### config.mk
export PLATFORM = sky130hd
export DESIGN_NAME = rng_selftest_ctrl
export DESIGN_NICKNAME = d
export VERILOG_FILES = /design/src/rtl/rng_selftest_pkg.sv /design/src/rtl/rng_st_lfsr.sv /design/src/rtl/rng_st_wordbuf.sv /design/src/rtl/rng_st_crc.sv /design/src/rtl/rng_selftest_ctrl.sv
export SDC_FILE = /design/constraint.sdc
export NUM_CORES = 2
export LEC_CHECK = 0
export ABC_CLOCK_PERIOD_IN_PS = 25600
export BUFFER_PORTS_ARGS = -buffer_cell sky130_fd_sc_hd__buf_4
export CORE_MARGIN = 5
export CORE_UTILIZATION = 50
export CTS_CLUSTER_SIZE = 10
export DETAILED_ROUTE_END_ITERATION = 8
export PLACE_DENSITY = 0.67
export SETUP_SLACK_MARGIN = 0.4
export SYNTH_ARGS = -nofsm -noshare
export SYNTH_HDL_FRONTEND = slang
export SYNTH_SLANG_ARGS = --single-unit
### constraint.sdc
create_clock -name clk -period 25.6 [get_ports clk]
set_input_delay 3.84 -clock clk [delete_from_list [all_inputs] [get_ports clk]]
set_output_delay 3.84 -clock clk [all_outputs]
set_load 0.02 [all_outputs]
### src/rtl/rng_selftest_pkg.sv
package rng_selftest_pkg;

    typedef enum logic [2:0] {
        ST_IDLE,
        ST_COLLECT,
        ST_DIGEST,
        ST_COMPARE,
        ST_FLUSH,
        ST_HTWAIT,
        ST_READY,
        ST_FAIL
    } st_e;

    function automatic logic [31:0] crc_fold_bit(logic [31:0] c, logic b, logic [31:0] poly);
        logic fb;
        fb = c[31] ^ b;
        return fb ? ({c[30:0], 1'b0} ^ poly) : {c[30:0], 1'b0};
    endfunction

endpackage

### src/rtl/rng_st_lfsr.sv
module rng_st_lfsr #(
    parameter int          W    = 32,
    parameter logic [W-1:0] SEED = 32'h1ACE_B00C,
    parameter logic [W-1:0] TAPS = 32'h8020_0003
) (
    input  logic clk,
    input  logic rst_n,
    input  logic load,
    input  logic run,
    output logic bit_o
);
    logic [W-1:0] s_d, s_q;

    always_comb begin
        s_d = s_q;
        if (load)
            s_d = SEED;
        else if (run)
            s_d = {s_q[W-2:0], ^(s_q & TAPS)};
    end

    always_ff @(posedge clk or negedge rst_n) begin
        if (!rst_n) s_q <= SEED;
        else        s_q <= s_d;
    end

    assign bit_o = s_q[W-1];
endmodule

### src/rtl/rng_st_wordbuf.sv
module rng_st_wordbuf #(
    parameter int WW = 128,
    parameter int N  = 4,
    localparam int IW = (N > 1) ? $clog2(N) : 1
) (
    input  logic          clk,
    input  logic          rst_n,
    input  logic          clr,
    input  logic          push,
    input  logic [WW-1:0] din,
    input  logic [IW-1:0] rd_idx,
    output logic [WW-1:0] dout
);
    logic [WW-1:0] ent_q [N];
    logic [WW-1:0] ent_d [N];

    for (genvar i = 0; i < N; i++) begin : g_ent
        always_comb begin
            ent_d[i] = ent_q[i];
            if (clr)
                ent_d[i] = '0;
            else if (push)
                ent_d[i] = (i == N - 1) ? din : ent_q[(i + 1) % N];
        end

        always_ff @(posedge clk or negedge rst_n) begin
            if (!rst_n) ent_q[i] <= '0;
            else        ent_q[i] <= ent_d[i];
        end
    end

    assign dout = ent_q[rd_idx];
endmodule

### src/rtl/rng_st_crc.sv
module rng_st_crc
    import rng_selftest_pkg::*;
#(
    parameter int          WW   = 128,
    parameter logic [31:0] POLY = 32'h04C1_1DB7
) (
    input  logic [31:0]   crc_in,
    input  logic [WW-1:0] word,
    output logic [31:0]   crc_out
);
    always_comb begin
        crc_out = crc_in;
        for (int b = WW - 1; b >= 0; b--)
            crc_out = crc_fold_bit(crc_out, word[b], POLY);
    end
endmodule

### src/rtl/rng_selftest_ctrl.sv
module rng_selftest_ctrl
    import rng_selftest_pkg::*;
#(
    parameter int          WW        = 128,
    parameter int          NWORDS    = 4,
    parameter int          CW        = 16,
    parameter logic [31:0] CRC_POLY  = 32'h04C1_1DB7,
    parameter logic [31:0] CRC_INIT  = 32'hFFFF_FFFF,
    parameter logic [31:0] EXP_CRC   = 32'h0000_0000,
    parameter logic [31:0] LFSR_SEED = 32'h1ACE_B00C,
    parameter logic [31:0] LFSR_TAPS = 32'h8020_0003
) (
    input  logic          clk,
    input  logic          rst_n,
    input  logic [CW-1:0] wait_limit,
    input  logic          gen_valid,
    input  logic [WW-1:0] gen_word,
    input  logic          ht_ok,
    output logic          src_sel,
    output logic          lfsr_bit,
    output logic          dn_rst,
    output logic          p1_pass,
    output logic          st_fail,
    output logic          rng_ready
);
    localparam int IW = (NWORDS > 1) ? $clog2(NWORDS) : 1;
    localparam logic [IW-1:0] LAST = IW'(NWORDS - 1);

    typedef struct packed {
        st_e           st;
        logic [CW-1:0] cnt;
        logic [IW-1:0] idx;
        logic [31:0]   crc;
        logic          pass;
    } ctl_t;

    ctl_t r_d, r_q;
    logic buf_clr, buf_push, lfsr_load;
    logic [WW-1:0] buf_word;
    logic [31:0]   crc_next;
    logic          lim_hit;

    rng_st_lfsr #(.W(32), .SEED(LFSR_SEED), .TAPS(LFSR_TAPS)) u_lfsr (
        .clk(clk), .rst_n(rst_n), .load(lfsr_load), .run(src_sel), .bit_o(lfsr_bit)
    );

    rng_st_wordbuf #(.WW(WW), .N(NWORDS)) u_buf (
        .clk(clk), .rst_n(rst_n), .clr(buf_clr), .push(buf_push),
        .din(gen_word), .rd_idx(r_q.idx), .dout(buf_word)
    );

    rng_st_crc #(.WW(WW), .POLY(CRC_POLY)) u_crc (
        .crc_in(r_q.crc), .word(buf_word), .crc_out(crc_next)
    );

    assign lim_hit = (r_q.cnt == wait_limit - CW'(1));

    always_comb begin
        r_d       = r_q;
        buf_clr   = 1'b0;
        buf_push  = 1'b0;
        lfsr_load = 1'b0;
        unique case (r_q.st)
            ST_IDLE: begin
                lfsr_load = 1'b1;
                r_d.cnt   = '0;
                r_d.idx   = '0;
                r_d.st    = ST_COLLECT;
            end
            ST_COLLECT: begin
                r_d.cnt = r_q.cnt + CW'(1);
                if (gen_valid) begin
                    buf_push = 1'b1;
                    if (r_q.idx == LAST) begin
                        r_d.idx = '0;
                        r_d.crc = CRC_INIT;
                        r_d.st  = ST_DIGEST;
                    end else begin
                        r_d.idx = r_q.idx + IW'(1);
                    end
                end else if (lim_hit) begin
                    r_d.st = ST_FAIL;
                end
            end
            ST_DIGEST: begin
                r_d.crc = crc_next;
                if (r_q.idx == LAST) r_d.st = ST_COMPARE;
                else                 r_d.idx = r_q.idx + IW'(1);
            end
            ST_COMPARE: begin
                if (r_q.crc == EXP_CRC) begin
                    r_d.pass = 1'b1;
                    r_d.st   = ST_FLUSH;
                end else begin
                    r_d.st = ST_FAIL;
                end
            end
            ST_FLUSH: begin
                buf_clr = 1'b1;
                r_d.cnt = '0;
                r_d.st  = ST_HTWAIT;
            end
            ST_HTWAIT: begin
                if (ht_ok)        r_d.st = ST_READY;
                else if (lim_hit) r_d.st = ST_FAIL;
                else              r_d.cnt = r_q.cnt + CW'(1);
            end
            ST_READY: r_d.st = ST_READY;
            ST_FAIL:  r_d.st = ST_FAIL;
            default:  r_d.st = ST_FAIL;
        endcase
    end

    always_ff @(posedge clk or negedge rst_n) begin
        if (!rst_n) begin
            r_q.st   <= ST_IDLE;
            r_q.cnt  <= '0;
            r_q.idx  <= '0;
            r_q.crc  <= CRC_INIT;
            r_q.pass <= 1'b0;
        end else begin
            r_q <= r_d;
        end
    end

    assign src_sel   = (r_q.st == ST_COLLECT) || (r_q.st == ST_DIGEST) || (r_q.st == ST_COMPARE);
    assign dn_rst    = (r_q.st == ST_FLUSH);
    assign p1_pass   = r_q.pass;
    assign st_fail   = (r_q.st == ST_FAIL);
    assign rng_ready = (r_q.st == ST_READY);
endmodule

==> flow_summary.rst <==
.. list-table::
   :header-rows: 1

   * - Metric
     - Value
   * - Tot GR Track Use
     - 22.2%
   * - Number of levels the H-tree was split into
     - 3
   * - Number of inserted diodes
     - 0
   * - Gpl congestion
     - 0.933
   * - R2R Path Start
     - r_q[33]$_DFFE_PN0P_
   * - R2R Setup Slk
     - 11550 ps
   * - Count of flip-flops with a built-in enable after synthesis
     - 0
   * - Largest fanout of any net on the critical path
     - 52
   * - Outcome
     - finished clean
   * - CTS tree
     - yes
   * - Clock slew at the register clock pins of the worst setup and hold paths
     - 50 ps
   * - Cell type of the slowest stage on the worst timing path
     - sky130_fd_sc_hd__xnor2_1
   * - Met1 GRT Util
     - 32.4%
   * - Delay of the slowest critical-path stage
     - 880 ps
   * - Distinct cell type count of the synthesized netlist
     - 58
   * - Hold path cells
     - 2
   * - Total Nets Final
     - 4076
   * - GR peak layer
     - met2
   * - Fillers
     - 7269
   * - Critical Path AT
     - 14620 ps
   * - Number of register bits inferred by synthesis
     - 598
   * - Worst hold path class
     - flop to flop
   * - Required time worst endpoint
     - 26170 ps
   * - Total of hold buffers inserted after clock tree synthesis
     - 0
   * - Routed WL
     - 101 mm
   * - CTS root buf
     - sky130_fd_sc_hd__clkbuf_16
   * - Non-Filler Instances
     - 5118
   * - Half-perimeter wire length after detailed placement
     - 70.1 mm
   * - Crit path kind
     - flop to flop
   * - Sum of overflow across all layers after global routing
     - 0
   * - Total number of placement rows
     - 107
   * - Element type at the critical path end
     - flop
   * - DIE AREA
     - 0.0910 mm2
   * - Max Transition Viols Final
     - 0
   * - Time the worst path needs with I/O delays and setup
     - 14050 ps
   * - Number of maximum-capacitance violations
     - 0
   * - Final total negative setup slack
     - 0 ps
   * - Worst r2r dst
     - r_q[10]$_DFFE_PN1P_
   * - Syn_area_per_cell
     - 10.9 um2
   * - Worst hold path startpoint
     - u_lfsr.s_q[4]$_DFFE_PN0P_
   * - Depth of the worst register-to-register path
     - 27
   * - Multi-input gate area in the final layout
     - 0.0266 mm2
   * - Clock Path Buffers
     - 3
   * - Die Height
     - 302 um
   * - Max Fclk
     - 71.2 MHz
   * - Cell area after synthesis
     - 0.0425 mm2
   * - Post-detailed-route DRC marker count
     - 0
   * - Slew headroom
     - 24.5%
   * - Number of instances in the synthesized netlist
     - 3897
   * - Initial antenna violation count
     - 0
   * - Worst slack at placement
     - 11680 ps
   * - Std-Cell Core Area
     - 0.0847 mm2
   * - Clock latency reported for the late side of the worst-skew pair
     - 640 ps
   * - Most common cell after layout, fill and taps aside
     - sky130_fd_sc_hd__nand2_1
   * - Top-level port count
     - 154
   * - # placed instances
     - 4992
   * - Buffers added on ports
     - 153
   * - Sequential fraction of the synthesis area
     - 35.3%
   * - Synthesis warning total
     - 0
   * - Drt via density
     - 5.48
   * - Worst setup slack after layout
     - 11550 ps
   * - Average wire length per cell after detail routing
     - 19.8 um
   * - Count of antenna-violating nets left after detailed routing
     - 0
   * - Routed via count
     - 28000
   * - Post-synth net total
     - 4048
   * - Max Clock Skew
     - 31.7 ps
   * - Buffers inserted during post-CTS setup optimization
     - 0
   * - End of the worst hold path
     - u_lfsr.s_q[4]$_DFFE_PN0P_
   * - Starting Density
     - 50.2%
   * - Final hold slack
     - 485 ps
   * - Crit-path most repeated cell
     - sky130_fd_sc_hd__xnor3_1
   * - Async set-or-reset flop fraction in the synthesized netlist
     - 100%
   * - Ys flop type
     - sky130_fd_sc_hd__dfrtp_1
   * - Number of detailed-route iterations in the first pass
     - 5
   * - Hold violation count in the final report
     - 0
   * - Startpoint type of the worst setup path
     - flop
   * - Worst-margin pin slew
     - 1130 ps
   * - Met2 capacity usage during global routing
     - 35.1%
   * - Wire length of the first global-routing pass
     - 161 mm
   * - Reg area
     - 0.0150 mm2
   * - GR met3 Demand/Resource
     - 3.65%
   * - Num CTS Buffers
     - 75
   * - Die X-Extent
     - 302 um
   * - Share of the cycle needed by the critical path after routing
     - 54.9%
   * - Unrepaired setup endpoints after global routing
     - no
   * - Highest-count cells in the layout ignoring fill and taps
     - sky130_fd_sc_hd__nand2_1 (1094), sky130_fd_sc_hd__a21oi_1 (550), sky130_fd_sc_hd__dfrtp_1 (550)
   * - Maximum number of pins on one net before global-route repair
     - 213
   * - Number of DRC violations after detailed-routing iteration 0
     - 2505
   * - Clock net sink count
     - 598
   * - Resized Gates After CTS
     - 0
   * - Proportion of layout cells with a drive suffix above 1
     - 14.5%
   * - Final setup vio count
     - 0
   * - Via count of the first global-routing pass
     - 27900
   * - Layout overhead on the synthesized area
     - 10.0%
-- critical path: cells and delay by family, from the launching register on --
| family | cells | cell delay (ps) |
|---|---|---|
| xor gates and xnor gates | 24 | 11690 |
| buffers and inverters | 1 | 730 |
| AOI/OAI and AO/OA | 1 | 170 |
| muxes | 1 | 640 |
| DFF | 1 | 690 |
-- cells in the mapped netlist, types with 23 or more instances --
cell type	number	area [um2]
sky130_fd_sc_hd__a21oi_1	550	2750
sky130_fd_sc_hd__clkbuf_1	205	769
sky130_fd_sc_hd__dfrtp_1	553	13800
sky130_fd_sc_hd__dfstp_2	45	1180
sky130_fd_sc_hd__mux4_2	126	2840
sky130_fd_sc_hd__nand2_1	1094	4110
sky130_fd_sc_hd__nor2_1	63	236
sky130_fd_sc_hd__o21ai_0	46	230
sky130_fd_sc_hd__xnor2_1	459	4020
sky130_fd_sc_hd__xnor2_2	59	960
sky130_fd_sc_hd__xnor3_1	299	6730
sky130_fd_sc_hd__xnor3_2	23	547
sky130_fd_sc_hd__xor2_1	161	1410
sky130_fd_sc_hd__xor3_1	53	1260
-- cell type report --
class | count | share of cell area, %
Clock buffer | 111 | 4.47
Clock inverter | 15 | 0.489
Inverter | 9 | 0.0722
Multi-Input combinational cell | 3059 | 56.8
Sequential cell | 598 | 32.1
Tap cell | 1144 | 3.06
Timing Repair Buffer | 182 | 3.02
-- worst max path at each step --
stage                     cells past startpoint                start             endpoint  slack (ps)
after floorplan                              29  r_q[34]$_DFFE_PN0P_  r_q[13]$_DFFE_PN1P_       14400
after global placement                       27  r_q[33]$_DFFE_PN0P_  r_q[11]$_DFFE_PN1P_       11730
after detailed placement                     27  r_q[33]$_DFFE_PN0P_  r_q[11]$_DFFE_PN1P_       11680
after CTS                                    27  r_q[33]$_DFFE_PN0P_  r_q[11]$_DFFE_PN1P_       11590
after global routing                         27  r_q[33]$_DFFE_PN0P_  r_q[10]$_DFFE_PN1P_       11050
final                                        27  r_q[33]$_DFFE_PN0P_  r_q[10]$_DFFE_PN1P_       11550
-- per-stage QoR --
| stage | area (um2) | utilization (%) |
|---|---|---|
| floorplan | 42500 | - |
| global placement | 44500 | 52.5 |
| detailed placement | 44500 | 52.5 |
| CTS | 46800 | 55.2 |
| global route | 46800 | 55.2 |
| finish | 46800 | 55.2 |
-- cells by family (layout without fill, tap and decap cells) --
logic type | Yosys count | after routing | synth area share [%]
buffers and inverters | 240 | 317 | 2.24
multiplexers | 133 | 133 | 6.84
AO/OA/AOI/OAI | 621 | 621 | 7.48
XOR/XNOR | 1087 | 1087 | 37.0
flip-flops | 598 | 598 | 35.3
AND/OR/NAND/NOR | 1215 | 1215 | 11.1
adder cells (fa/ha/maj) | 3 | 3 | 0.0883
-- flip-flops by register name, indices dropped and copies added, names as in the netlist --
register and cells:
u_buf.ent_q 512, u_lfsr.s_q 32, p1_pass 1, r_q 53
-- per-layer routing --
layer	wire length, um	part of all wire [%]	up-vias
met5	0	0	-
met2	47800	47	781
met3	6120	6.0	151
met4	2500	2.5	0
li1	-	-	13100
met1	44800	44	14000
Power is not shown: default switching activity piles up to over one toggle a cycle in this logic, so the estimate is an artifact.
